**src/rtl/dma4_pkg.sv**
```systemverilog
package dma4_pkg;
    localparam int NCH  = 4;
    localparam int CH_W = $clog2(NCH);
    localparam int CW   = 16;

    typedef logic [CW-1:0] word_t;

    typedef enum logic [2:0] {
        CTL_STATUS = 3'd0,
        CTL_REQ    = 3'd1,
        CTL_MASK1  = 3'd2,
        CTL_MODE   = 3'd3,
        CTL_PTRCLR = 3'd4,
        CTL_MRESET = 3'd5,
        CTL_MCLR   = 3'd6,
        CTL_MALL   = 3'd7
    } ctl_off_e;

    localparam logic [7:0] CMD_HOLD  = 8'h04;
    localparam logic [7:0] CMD_UNSUP = 8'hFB;
    localparam int MODE_AUTO_BIT = 4;
    localparam int MODE_DOWN_BIT = 5;
    localparam int REQ_SEL_BIT   = 2;

    typedef struct packed {
        logic [7:0]              cmd;
        logic [2*NCH-1:0]        status;
        logic [NCH-1:0]          mask;
        logic                    ptr;
        word_t [NCH-1:0]         base_addr;
        word_t [NCH-1:0]         base_cnt;
        word_t [NCH-1:0]         cur_addr;
        word_t [NCH-1:0]         rem;
        logic [NCH-1:0]          m_auto;
        logic [NCH-1:0]          m_down;
        logic [NCH-1:0]          grant;
        word_t                   xaddr;
        logic [NCH-1:0]          tc;
        logic                    reject;
    } regs_t;
endpackage

```
**src/rtl/dma4_port_decode.sv**
```systemverilog
module dma4_port_decode
    import dma4_pkg::*;
#(
    parameter  int SHIFT  = 0,
    localparam int ADDR_W = 4 + SHIFT
) (
    input  logic [ADDR_W-1:0] bus_addr,
    input  logic              wr_en,
    input  logic              rd_en,
    output logic              chan_wr,
    output logic              chan_rd,
    output logic              ctl_wr,
    output logic              ctl_rd,
    output logic [CH_W-1:0]   ch_sel,
    output logic              cnt_sel,
    output ctl_off_e          ctl_off
);
    logic [3:0] port;

    always_comb begin
        port    = bus_addr[ADDR_W-1:SHIFT];
        chan_wr = wr_en && !port[3];
        chan_rd = rd_en && !port[3];
        ctl_wr  = wr_en &&  port[3];
        ctl_rd  = rd_en &&  port[3];
        ch_sel  = port[2:1];
        cnt_sel = port[0];
        ctl_off = ctl_off_e'(port[2:0]);
    end
endmodule

```
**src/rtl/dma4_scan.sv**
```systemverilog
module dma4_scan
    import dma4_pkg::*;
(
    input  logic [NCH-1:0]  elig,
    output logic            found,
    output logic [CH_W-1:0] pick
);
    always_comb begin
        found = 1'b0;
        pick  = '0;
        for (int i = NCH - 1; i >= 0; i--) begin
            if (elig[i]) begin
                found = 1'b1;
                pick  = CH_W'(i);
            end
        end
    end
endmodule

```
**src/rtl/dma4_chan_step.sv**
```systemverilog
module dma4_chan_step
    import dma4_pkg::*;
(
    input  word_t cur_addr,
    input  word_t rem,
    input  word_t base_addr,
    input  word_t base_cnt,
    input  logic  down,
    input  logic  auto_rl,
    output word_t nxt_addr,
    output word_t nxt_rem,
    output logic  at_tc
);
    word_t moved;

    always_comb begin
        at_tc = (rem == '0);
        moved = down ? cur_addr - word_t'(1) : cur_addr + word_t'(1);
        if (at_tc && auto_rl) begin
            nxt_addr = base_addr;
            nxt_rem  = base_cnt;
        end else begin
            nxt_addr = moved;
            nxt_rem  = rem - word_t'(1);
        end
    end
endmodule

```
**src/rtl/dma4_regfront.sv**
```systemverilog
module dma4_regfront
    import dma4_pkg::*;
#(
    parameter  int SHIFT  = 0,
    localparam int ADDR_W = 4 + SHIFT
) (
    input  logic              clk,
    input  logic              rst_n,
    input  logic [ADDR_W-1:0] bus_addr,
    input  logic              wr_en,
    input  logic              rd_en,
    input  logic [7:0]        wr_data,
    output logic [7:0]        rd_data,
    output logic [NCH-1:0]    grant,
    output logic [CW-1:0]     xfer_addr,
    output logic [NCH-1:0]    tc_pulse,
    output logic              cmd_reject
);
    regs_t r_q, r_d;

    logic            chan_wr, chan_rd, ctl_wr, ctl_rd, cnt_sel;
    logic [CH_W-1:0] ch_sel;
    ctl_off_e        ctl_off;
    logic [CH_W-1:0] wsel;
    logic [NCH-1:0]  elig;
    logic            found;
    logic [CH_W-1:0] pick;
    word_t [NCH-1:0] nxt_addr, nxt_rem;
    logic [NCH-1:0]  at_tc;
    word_t           rd_word;

    dma4_port_decode #(.SHIFT(SHIFT)) u_dec (
        .bus_addr (bus_addr),
        .wr_en    (wr_en),
        .rd_en    (rd_en),
        .chan_wr  (chan_wr),
        .chan_rd  (chan_rd),
        .ctl_wr   (ctl_wr),
        .ctl_rd   (ctl_rd),
        .ch_sel   (ch_sel),
        .cnt_sel  (cnt_sel),
        .ctl_off  (ctl_off)
    );

    assign elig = ~r_q.mask & r_q.status[2*NCH-1:NCH] & {NCH{~r_q.cmd[2]}};

    dma4_scan u_scan (
        .elig  (elig),
        .found (found),
        .pick  (pick)
    );

    for (genvar g = 0; g < NCH; g++) begin : g_step
        dma4_chan_step u_step (
            .cur_addr  (r_q.cur_addr[g]),
            .rem       (r_q.rem[g]),
            .base_addr (r_q.base_addr[g]),
            .base_cnt  (r_q.base_cnt[g]),
            .down      (r_q.m_down[g]),
            .auto_rl   (r_q.m_auto[g]),
            .nxt_addr  (nxt_addr[g]),
            .nxt_rem   (nxt_rem[g]),
            .at_tc     (at_tc[g])
        );
    end

    assign wsel = wr_data[CH_W-1:0];

    always_comb begin
        r_d        = r_q;
        r_d.grant  = '0;
        r_d.tc     = '0;
        r_d.reject = 1'b0;

        // host side: byte writes into base registers
        if (chan_wr) begin
            r_d.ptr = ~r_q.ptr;
            if (cnt_sel) begin
                if (r_q.ptr) r_d.base_cnt[ch_sel] = {wr_data, r_q.base_cnt[ch_sel][7:0]};
                else         r_d.base_cnt[ch_sel] = {r_q.base_cnt[ch_sel][CW-1:8], wr_data};
            end else begin
                if (r_q.ptr) r_d.base_addr[ch_sel] = {wr_data, r_q.base_addr[ch_sel][7:0]};
                else         r_d.base_addr[ch_sel] = {r_q.base_addr[ch_sel][CW-1:8], wr_data};
            end
        end
        if (chan_rd) r_d.ptr = ~r_q.ptr;
        if (ctl_rd && ctl_off == CTL_STATUS) r_d.status[NCH-1:0] = '0;

        // host side: control ports
        if (ctl_wr) begin
            unique case (ctl_off)
                CTL_STATUS: begin
                    r_d.cmd    = wr_data & ~CMD_UNSUP;
                    r_d.reject = |(wr_data & CMD_UNSUP);
                end
                CTL_REQ: begin
                    if (wr_data[REQ_SEL_BIT]) begin
                        r_d.status[NCH + int'(wsel)] = 1'b1;
                    end else begin
                        r_d.status[NCH + int'(wsel)] = 1'b0;
                        r_d.status[wsel]             = 1'b0;
                    end
                end
                CTL_MASK1: r_d.mask[wsel] = wr_data[REQ_SEL_BIT];
                CTL_MODE: begin
                    r_d.m_auto[wsel] = wr_data[MODE_AUTO_BIT];
                    r_d.m_down[wsel] = wr_data[MODE_DOWN_BIT];
                end
                CTL_PTRCLR: r_d.ptr = 1'b0;
                CTL_MRESET: begin
                    r_d.ptr    = 1'b0;
                    r_d.cmd    = '0;
                    r_d.status = '0;
                    r_d.mask   = '1;
                end
                CTL_MCLR: r_d.mask = '0;
                CTL_MALL: r_d.mask = wr_data[NCH-1:0];
            endcase
        end

        // transfer engine: one unit for the chosen channel
        if (found) begin
            r_d.grant[pick]    = 1'b1;
            r_d.xaddr          = r_q.cur_addr[pick];
            r_d.cur_addr[pick] = nxt_addr[pick];
            r_d.rem[pick]      = nxt_rem[pick];
            if (at_tc[pick]) begin
                r_d.tc[pick]     = 1'b1;
                r_d.status[pick] = 1'b1;
                if (!r_q.m_auto[pick]) r_d.mask[pick] = 1'b1;
            end
        end

        // high byte load restarts the channel, overriding the engine
        if (chan_wr && r_q.ptr) begin
            r_d.cur_addr[ch_sel] = r_d.base_addr[ch_sel];
            r_d.rem[ch_sel]      = r_d.base_cnt[ch_sel];
        end
    end

    always_ff @(posedge clk or negedge rst_n) begin
        if (!rst_n) begin
            r_q      <= '0;
            r_q.mask <= '1;
        end else begin
            r_q <= r_d;
        end
    end

    always_comb begin
        rd_data = '0;
        rd_word = cnt_sel ? r_q.rem[ch_sel] : r_q.cur_addr[ch_sel];
        if (chan_rd) begin
            rd_data = r_q.ptr ? rd_word[CW-1:8] : rd_word[7:0];
        end else if (ctl_rd) begin
            if (ctl_off == CTL_STATUS)   rd_data = r_q.status;
            else if (ctl_off == CTL_REQ) rd_data = {4'hF, r_q.mask};
        end
    end

    assign grant      = r_q.grant;
    assign xfer_addr  = r_q.xaddr;
    assign tc_pulse   = r_q.tc;
    assign cmd_reject = r_q.reject;
endmodule

```
**config.mk**
```make
export PLATFORM = sky130hd
export DESIGN_NAME = dma4_regfront
export DESIGN_NICKNAME = d
export VERILOG_FILES = /design/src/rtl/dma4_pkg.sv /design/src/rtl/dma4_port_decode.sv /design/src/rtl/dma4_scan.sv /design/src/rtl/dma4_chan_step.sv /design/src/rtl/dma4_regfront.sv
export SDC_FILE = /design/constraint.sdc
export NUM_CORES = 1
export LEC_CHECK = 0
export ABC_CLOCK_PERIOD_IN_PS = 8300
export BUFFER_PORTS_ARGS = -buffer_cell sky130_fd_sc_hd__buf_2
export CELL_PAD_IN_SITES_DETAIL_PLACEMENT = 1
export CELL_PAD_IN_SITES_GLOBAL_PLACEMENT = 2
export CORE_MARGIN = 2
export CORE_UTILIZATION = 28
export CTS_CLUSTER_DIAMETER = 200
export DETAILED_ROUTE_END_ITERATION = 7
export GPL_ROUTABILITY_DRIVEN = 0
export PLACE_DENSITY = 0.63
export SLEW_MARGIN = 20
export SYNTH_ARGS = -nofsm -noshare
export SYNTH_HDL_FRONTEND = slang
export SYNTH_HIERARCHICAL = 1
export SYNTH_SLANG_ARGS = --single-unit
```
**constraint.sdc**
```tcl
create_clock -name clk -period 8.3 [get_ports clk]
set_clock_uncertainty 0.15 [all_clocks]
set_input_delay 2.075 -clock clk [delete_from_list [all_inputs] [get_ports clk]]
set_output_delay 2.075 -clock clk [all_outputs]
set_load 0.02 [all_outputs]
```
Word-level counts from Yosys, hierarchy flattened
Index checks and enable logic that the tools add are counted.
Operators by class
  add/subtract/negate cells: 13
  $lt $le $gt $ge: 10
  equality and inequality tests: 7
  multiplexer cells: 95
  bitwise operators: 12
  reductions and logical operators: 27
Operators by type and width (number)
  $bwmux 64: 8
  $mux 16: 24
  $bmux 16 s2: 9
  $mux 128: 2
  $mux 64: 4
  $mux 129: 1
  $sub 16x1->16 const B: 8
  $add 16x1->16 const B: 4
  $demux 16 s2: 2
  $logic_not 16->1: 4
  $mux 8: 6
  $mux 12: 2
  $mux 24: 1
  $and 8x8->8: 2
  $logic_and 1x1->1: 16
  $pmux 4 s4: 1
  $pmux 8 s2: 1
  $mux 1: 15
  $mux 13: 1
  $bwmux 4: 3
  $eq 3x3->1 const B: 4
  $mux 4: 3
  $lt 2x3->1 const B: 3
  $and 4x4->4: 2
  other kinds (25): 38
Storage, ports and cells
  flip-flop bits (word level): 305
  input port bits: 16
  output and inout bits: 33
  word-level logic and storage cells: 190

Depth between registers and ports, before layout
Gate-level depths: netlist of run 1.
  depth in word-level cells: 15
  mapped depth: 10
  depth with buffers taken out: 9

Hierarchy
Netlist of run 1, hierarchy kept.
By module, submodules not included
  dma4_regfront: instances 1, cells an instance 1468, area an instance 15698.8 um^2, seq. area each 7587.3 um^2
  dma4_chan_step at g_step[1].u_step ...: instances 2, cells an instance 192, area an instance 1270.0 um^2, seq. area each 0.0 um^2
  dma4_chan_step at g_step[0].u_step: instances 1, cells an instance 223, area an instance 1560.2 um^2, seq. area each 0.0 um^2
  dma4_chan_step at g_step[3].u_step: instances 1, cells an instance 200, area an instance 1336.3 um^2, seq. area each 0.0 um^2
  dma4_port_decode: instances 1, cells an instance 10, area an instance 70.1 um^2, seq. area each 0.0 um^2
  dma4_scan: instances 1, cells an instance 7, area an instance 35.0 um^2, seq. area each 0.0 um^2

Worst setup path before layout of run 1
Ideal clock, no wire load.
  path kind: input to output
  start: in bus_addr[1]
  end: out rd_data[5]
  arrival: 3618 ps
  data required time: 6075 ps
  slack: 2457 ps
  stages: 8
  path buffers: 4
  path through: buf_4 > buf_2 > buf_6 > buf_6 > mux4_2 > mux2_2 > nand3_1 > o211ai_1
On the way
  cells in the longest elaborated chain, start to end: 5
Ends and longest elaborated chain
  start: declaration: line dma4_regfront.sv:9  | input logic [ADDR_W-1:0] bus_addr,
  $bmux 16 s2 or $eq 3x1->1 (tied branches): line dma4_regfront.sv:152, dma4_regfront.sv:157
  $mux 16 (not written as such) or $mux 8 (tied branches): line dma4_regfront.sv:152, dma4_regfront.sv:157
  $mux 16 or $mux 8 (tied branches): line dma4_regfront.sv:152, dma4_regfront.sv:156
  $mux 8, on equally long branches: line dma4_regfront.sv:154, dma4_regfront.sv:155
  $mux 8 (*): line dma4_regfront.sv:153  | if (chan_rd) begin
  end: declaration: line dma4_regfront.sv:13  | output logic [7:0] rd_data,
Every way passes the cells marked *; elsewhere a longest branch is shown, timed or not. The select of a mux whose other input is x is not followed.

Worst setup path after layout of run 1
  start: in bus_addr[2]
  end: out rd_data[2]
The elaborated chain is that of the path after synthesis.

==> impl_metrics.yaml, run 1 <==
critical_path:
  required_ns: 6.08
  r2r_cells: 8
  start_kind: "primary input"
  critical_path_class: "primary input to output pin"
  rr_startpoint: "r_q[72]"
  critical_path_buf_inv_count: 3
  reg2reg_to: "r_q[135]"
  crit_path_frequent_cell: "buf_4"
  max_stage_delay_ns: 0.67
  crit_arrival_ns: 4.49
  cp_max_fo: 55
  path_delay_family: "buffers and inverters"
  crit_path_top_delay_cell: "buf_4"
  ff2ff_setup_slack_ns: 4.45
  path_cells: "buf_4, buf_4, mux2i_1, a22oi_1, nand3_1, o221ai_1, buf_2"
  cp-end-kind: "output pin"
clock_tree:
  root_buffer: "clkbuf_16"
  clock_latency_ns: 0.57
  hold_buffers: 0
  clock_sinks: 303
  postCtsSetupBuffers: 0
  cts_buffers: 40
  cts_resized: 0
  htreeDepth: 2
  clock_path_buffers: 3
  clk_pin_slew_ns: 0.06
  cts_tree: "yes"
floorplanning:
  rows: 100
  die-area_sq_um: 78100
  ios: 49
  core-area_sq_um: 74800
  dieWidth_um: 279
  start_util: 0.284
  die_h_um: 279
final_layout:
  num_antenna_cells: 0
  synthToLayoutAreaGrowth_pct: 10.4
  multi_input_area_sq_um: 12700
  drive_above_1_share: 0.155
  seqCellArea_sq_um: 7590
  layout_commonest_cell: "dfrtp_1"
  final_cell_mix: "298 x dfrtp_1, 276 x nand2_1, 240 x o21ai_0"
  final_cell_area_sq_um: 23500
  nNetsFinal: 2339
  fillers: 8586
hold_path:
  hold_path.class: "register to register"
  worst_hold_path.endpoint: "xfer_addr[12]"
  min_from: "xfer_addr[12]"
  hold_depth: 1
timing:
  fin_ws_ns: 1.59
  fmax_mhz: 149
  report.final.slew_viol_count: 0
  setup_tns_ns: 0
  finalHoldViolCount: 0
  min_period_ns: 6.71
  worst_pin_slew_ns: 1.07
  relSlewSlack: 0.289
  rsz0062_at_grt: "false"
  fin_crit_sh: 0.809
  setup_viol: 0
grt:
  grt_pass1_vias: 19100
  grtUsageMet2: 0.383
  grt_start_max_net_pins: 156
  antenna_found_initial: 1
  grt_util_met3: 0.0302
  grtUsageMet1: 0.331
  grt-busiest-layer: "met2"
  grt_pass1_wl_mm: 137
  track_usage: 0.237
  globalRouteOverflowTotal: 0
status:
  status: "finished, final reports clean"
drt:
  drtAntennaViolNets: 0
  drtIter0Drc: 1355
  wl_per_cell_um: 28.5
  route.detailed.drc: 0
  vias_per_cell: 5.67
  vias: 18400
  routed_wl_mm: 92.8
  first_pass_iters: 5
synth:
  synth_top_area_cell: "dfrtp_1"
  synthFlopType: "dfrtp_1"
  synth_cell_type_count: 84
  synth_top_area_frac: 0.352
  syn_avg_cell_area_sq_um: 9.27
  synth-edff-count: 0
  yosysSeqAreaShare: 0.357
  async_reset_ff_frac: 1.00
  synth_cells: 2292
  yosysWarnings: 6
  syn_area_sq_um: 21200
  synth_nets: 2377
  synth_area_leaders: "dfrtp_1 35%, mux2i_1 8.8%, mux4_2 6.9%, o21ai_0 5.7%, a21oi_1 5.3%"
  synth-seq-cells: 303
power_and_ir_drop:
  p_int_mw: 4.69
  p_switching_mw: 3.88
  switching_share: 0.453
  p_comb_frac: 0.427
  seq_power_share: 0.371
  finalPower_mw: 8.57
  ir_worst_vdd_mv: 0.148
  p_leak_nw: 10.1
  p_clk_frac: 0.202
  power.density_nw_per_um2: 365
placement:
  io_buffers: 48
  hpwlAfterDp_mm: 66.5
  placed_cell_area_sq_um: 22200
  preCtsSetupSlack_ns: 1.44
flow_run:
  maxCapViolations: 0
metal layers:
layer / part of all wire / up-vias
met5: 0.00012 / -
met2: 0.46 / 503
li1: - / 8168
met3: 0.046 / 120
met4: 0.027 / 2
met1: 0.46 / 9635
cell usage after synthesis (34+ instances only):
master and number:
mux2i_1 186, nor2_1 215, buf_4 34, o21ai_0 240, ha_1 65, mux4_2 65
a21oi_1 223, clkbuf_1 60, buf_2 43, xnor2_1 60, nand3_1 43, mux2_2 78
nand2_1 277, dfrtp_1 299
state kept, by name (all words and copies together), names as in the netlist:
signal	cells
r_q	278
grant	4
xfer_addr	16
tc_pulse	4
cmd_reject	1
stage by stage:
| stage | hold slack [ns] | utilization | cells |
|---|---|---|---|
| after CTS | 0.352 | 0.313 | 3251 |
| after floorplan | 0.312 | - | 2292 |
| final | 0.348 | 0.313 | 3251 |
| after detailed placement | 0.341 | 0.297 | 3181 |
| after global routing | 0.365 | 0.313 | 3251 |
| after global placement | 0.338 | 0.297 | 3181 |
worst register-to-register path, cell delays in order (launching register included):
cell and delay [ns]:
dfrtp_1 0.50, nor4_1 0.73, and3b_1 0.38, and3_1 0.27, nand2_1 0.61, buf_4 0.52, mux2_2 0.32, mux2i_1 0.15
o21ai_0 0.10
power groups by stage:
stage          combinational [mW]  sequential [mW]  clock (mW)
6_report                     3.66             3.18        1.73
5_1_grt                      4.02             3.21        1.82
4_1_cts                      3.65             3.14        1.77
3_5_place_dp                 3.62             3.16           0
3_3_place_gp                 3.51             3.17           0
2_1_floorplan                2.78             2.53           0
final cells by class:
type	count	share of cell area
flip-flops and latches	303	0.324
clock buffers	62	0.0505
multi-input cells	1795	0.543
well taps	969	0.0517
repair buffers	86	0.0237
clock inverters	8	0.00293
inverters	28	0.00448
logic make-up (layout without fill, tap and decap cells):
family | Yosys count | in the layout | share of synthesized area
AOI/OAI and AO/OA | 608 | 608 | 0.164
xor gates and xnor gates | 91 | 91 | 0.0375
adders and majority gates | 69 | 69 | 0.0421
buffers and inverters | 194 | 184 | 0.0469
DFF | 303 | 303 | 0.357
muxes | 329 | 329 | 0.198
and+or+nand+nor | 698 | 698 | 0.154
how the worst max path moves through the flow:
stage / cells after the start / endpoint / from
2_1_floorplan: 8 / rd_data[5] / bus_addr[1]
3_3_place_gp: 7 / rd_data[4] / bus_addr[1]
3_5_place_dp: 7 / rd_data[4] / bus_addr[1]
4_1_cts: 7 / rd_data[4] / bus_addr[1]
5_1_grt: 7 / rd_data[2] / bus_addr[1]
6_report: 7 / rd_data[2] / bus_addr[2]
(Power assumes the default switching activity.)
==> inputs of run 2 (changes only) <==
- ABC_AREA: not set -> 1
- ABC_CLOCK_PERIOD_IN_PS: 8300 -> 6200
- PLACE_DENSITY: 0.63 -> 0.72
- clock period: 8.3 -> 6.2 ns (I/O delays scaled with it)
==> impl_metrics.yaml, run 2 <==
final_layout:
  layout_commonest_cell: "nand2_1"
  drive_above_1_share: 0.0710
  largest_register_ffs: 278
  synthToLayoutAreaGrowth_pct: 8.55
  nNetsFinal: 4572
  final_cell_mix: "2418 x nand2_1, 362 x inv_1, 312 x o21ai_0"
  regMostFlops: "r_q"
timing:
  worst_pin_slew_ns: 1.09
  finalHoldViolCount: 0
  setup_viol: 0
  relSlewSlack: 0.270
  min_period_ns: 5.59
  fmax_mhz: 179
  fin_crit_sh: 0.901
  report.final.slew_viol_count: 0
  setup_tns_ns: 0
  whs_ns: 0.328
  rsz0062_at_grt: "false"
grt:
  grtUsageMet1: 0.371
  grt_util_met3: 0.0397
  grt-busiest-layer: "met2"
  track_usage: 0.271
  antenna_found_initial: 2
  globalRouteOverflowTotal: 0
  grtUsageMet2: 0.420
  grt_pass1_vias: 30000
  grt_pass1_wl_mm: 202
  grt_start_max_net_pins: 100
power_and_ir_drop:
  p_leak_nw: 15.5
  finalPower_mw: 13.3
  ir_worst_vdd_mv: 0.229
  power.density_nw_per_um2: 448
floorplanning:
  die-area_sq_um: 100000
  die_h_um: 316
  dieWidth_um: 316
  ios: 49
  start_util: 0.283
  core-area_sq_um: 96700
  rows: 114
placement:
  io_buffers: 48
  hpwlAfterDp_mm: 104
status:
  status: "finished, final reports clean"
critical_path:
  start_kind: "primary input"
  rr_startpoint: "r_q[300]"
  cp_max_fo: 25
  max_stage_delay_ns: 0.60
  cp-end-kind: "output pin"
  ff2ff_setup_slack_ns: 1.82
  required_ns: 4.50
  r2r_cells: 15
  critical_path_class: "primary input to output pin"
  reg2reg_to: "r_q[84]"
  path_cells: "buf_2, nand2_8, inv_2, a22oi_1, nand3_1, nand2_1, o211ai_1, buf_2"
  crit_arrival_ns: 3.89
  crit_path_top_delay_cell: "buf_2"
  crit_path_frequent_cell: "buf_2"
synth:
  synth_top_area_cell: "nand2_1"
  synth_cell_type_count: 60
  yosysMostFrequentCell: "nand2_1"
  async_reset_ff_frac: 1.00
  synth_nets: 4681
  syn_area_sq_um: 27300
  yosysSeqAreaShare: 0.278
  synth_cells: 4596
  synth-seq-cells: 303
  yosysWarnings: 6
  synthTopCellsByCount: "2419 x nand2_1, 364 x inv_1, 312 x o21ai_0"
  syn_avg_cell_area_sq_um: 5.95
  synth_area_leaders: "nand2_1 33%, dfrtp_1 27%, o21ai_0 5.7%, inv_1 5.0%, nand3_1 3.2%"
  synth_top_area_frac: 0.332
  synthFlopType: "dfrtp_1"
  synth-edff-count: 0
drt:
  vias_per_cell: 5.22
  route.detailed.drc: 0
  wl_per_cell_um: 23.6
  drtIter0Drc: 2576
  vias: 30300
  drtAntennaViolNets: 0
  first_pass_iters: 6
  routed_wl_mm: 137
clock_tree:
  clock_path_buffers: 3
  clock_sinks: 303
  cts_tree: "yes"
  cts_buffers: 42
  clock_latency_ns: 0.59
  hold_buffers: 0
  root_buffer: "clkbuf_16"
  cts_resized: 0
  postCtsSetupBuffers: 0
  clk_pin_slew_ns: 0.05
  htreeDepth: 2
hold_path:
  hold_depth: 2
  min_from: "xfer_addr[15]"
  hold_path.class: "register to register"
  worst_hold_path.endpoint: "xfer_addr[15]"
flow_run:
  maxCapViolations: 0
==> run 2: through the flow <==
stage	utilization	worst slack, ns	instances	area, sq um
floorplan	-	1.49	4596	27300
global placement	0.291	0.808	5719	28200
detailed placement	0.291	0.729	5719	28200
CTS	0.307	0.718	5794	29600
global route	0.307	0.595	5794	29600
finish	0.307	0.613	5799	29700
==> run 2: layout make-up <==
class	count	area [sq um]
fill	12800	67000
inverter	386	1480
antenna	5	12.5
clock buffer	58	1230
timing repair buffer	100	678
multi-input combinational	3654	16800
clock inverter	17	248
sequential	303	7590
tap	1276	1600
==> run 2: kinds of logic (layout without fill, tap and decap cells) <==
kind of cell | after synthesis | in the layout | share of synthesized area
fa+ha+maj | 69 | 69 | 0.0327
flops | 303 | 303 | 0.278
simple gates | 2963 | 2963 | 0.441
other cells | 0 | 5 | 0
compound gates | 554 | 554 | 0.119
xor+xnor | 66 | 66 | 0.0212
buf+inv | 639 | 561 | 0.108
mux | 2 | 2 | 0.000733
==> run 2: report_power, final <==
group | switching (mW) | leakage, nW | internal (mW)
clock | 1.04 | 0.727 | 1.64
sequential | 1.31 | 3.97 | 2.63
combinational | 4.58 | 10.8 | 2.10
total | 6.93 | 15.5 | 6.37
==> run 2: critical path, delay by kind of cell <==
family	cells	cell delay [ns]
AND/OR/NAND/NOR	3	0.38
AO/OA/AOI/OAI	2	0.67
buffers and inverters	3	1.24
==> run 2: routing by layer <==
layer	vias to the layer above	share of wire
met5	-	0
met3	257	0.063
met4	0	0.050
met2	1010	0.44
met1	14700	0.45
li1	14300	-
==> run 2: how the worst max path moves through the flow <==
| stage | from | endpoint |
|---|---|---|
| after floorplan | bus_addr[1] | rd_data[6] |
| after global placement | bus_addr[1] | rd_data[3] |
| after detailed placement | bus_addr[1] | rd_data[5] |
| after CTS | bus_addr[1] | rd_data[5] |
| after global routing | bus_addr[1] | rd_data[5] |
| final | bus_addr[1] | rd_data[6] |
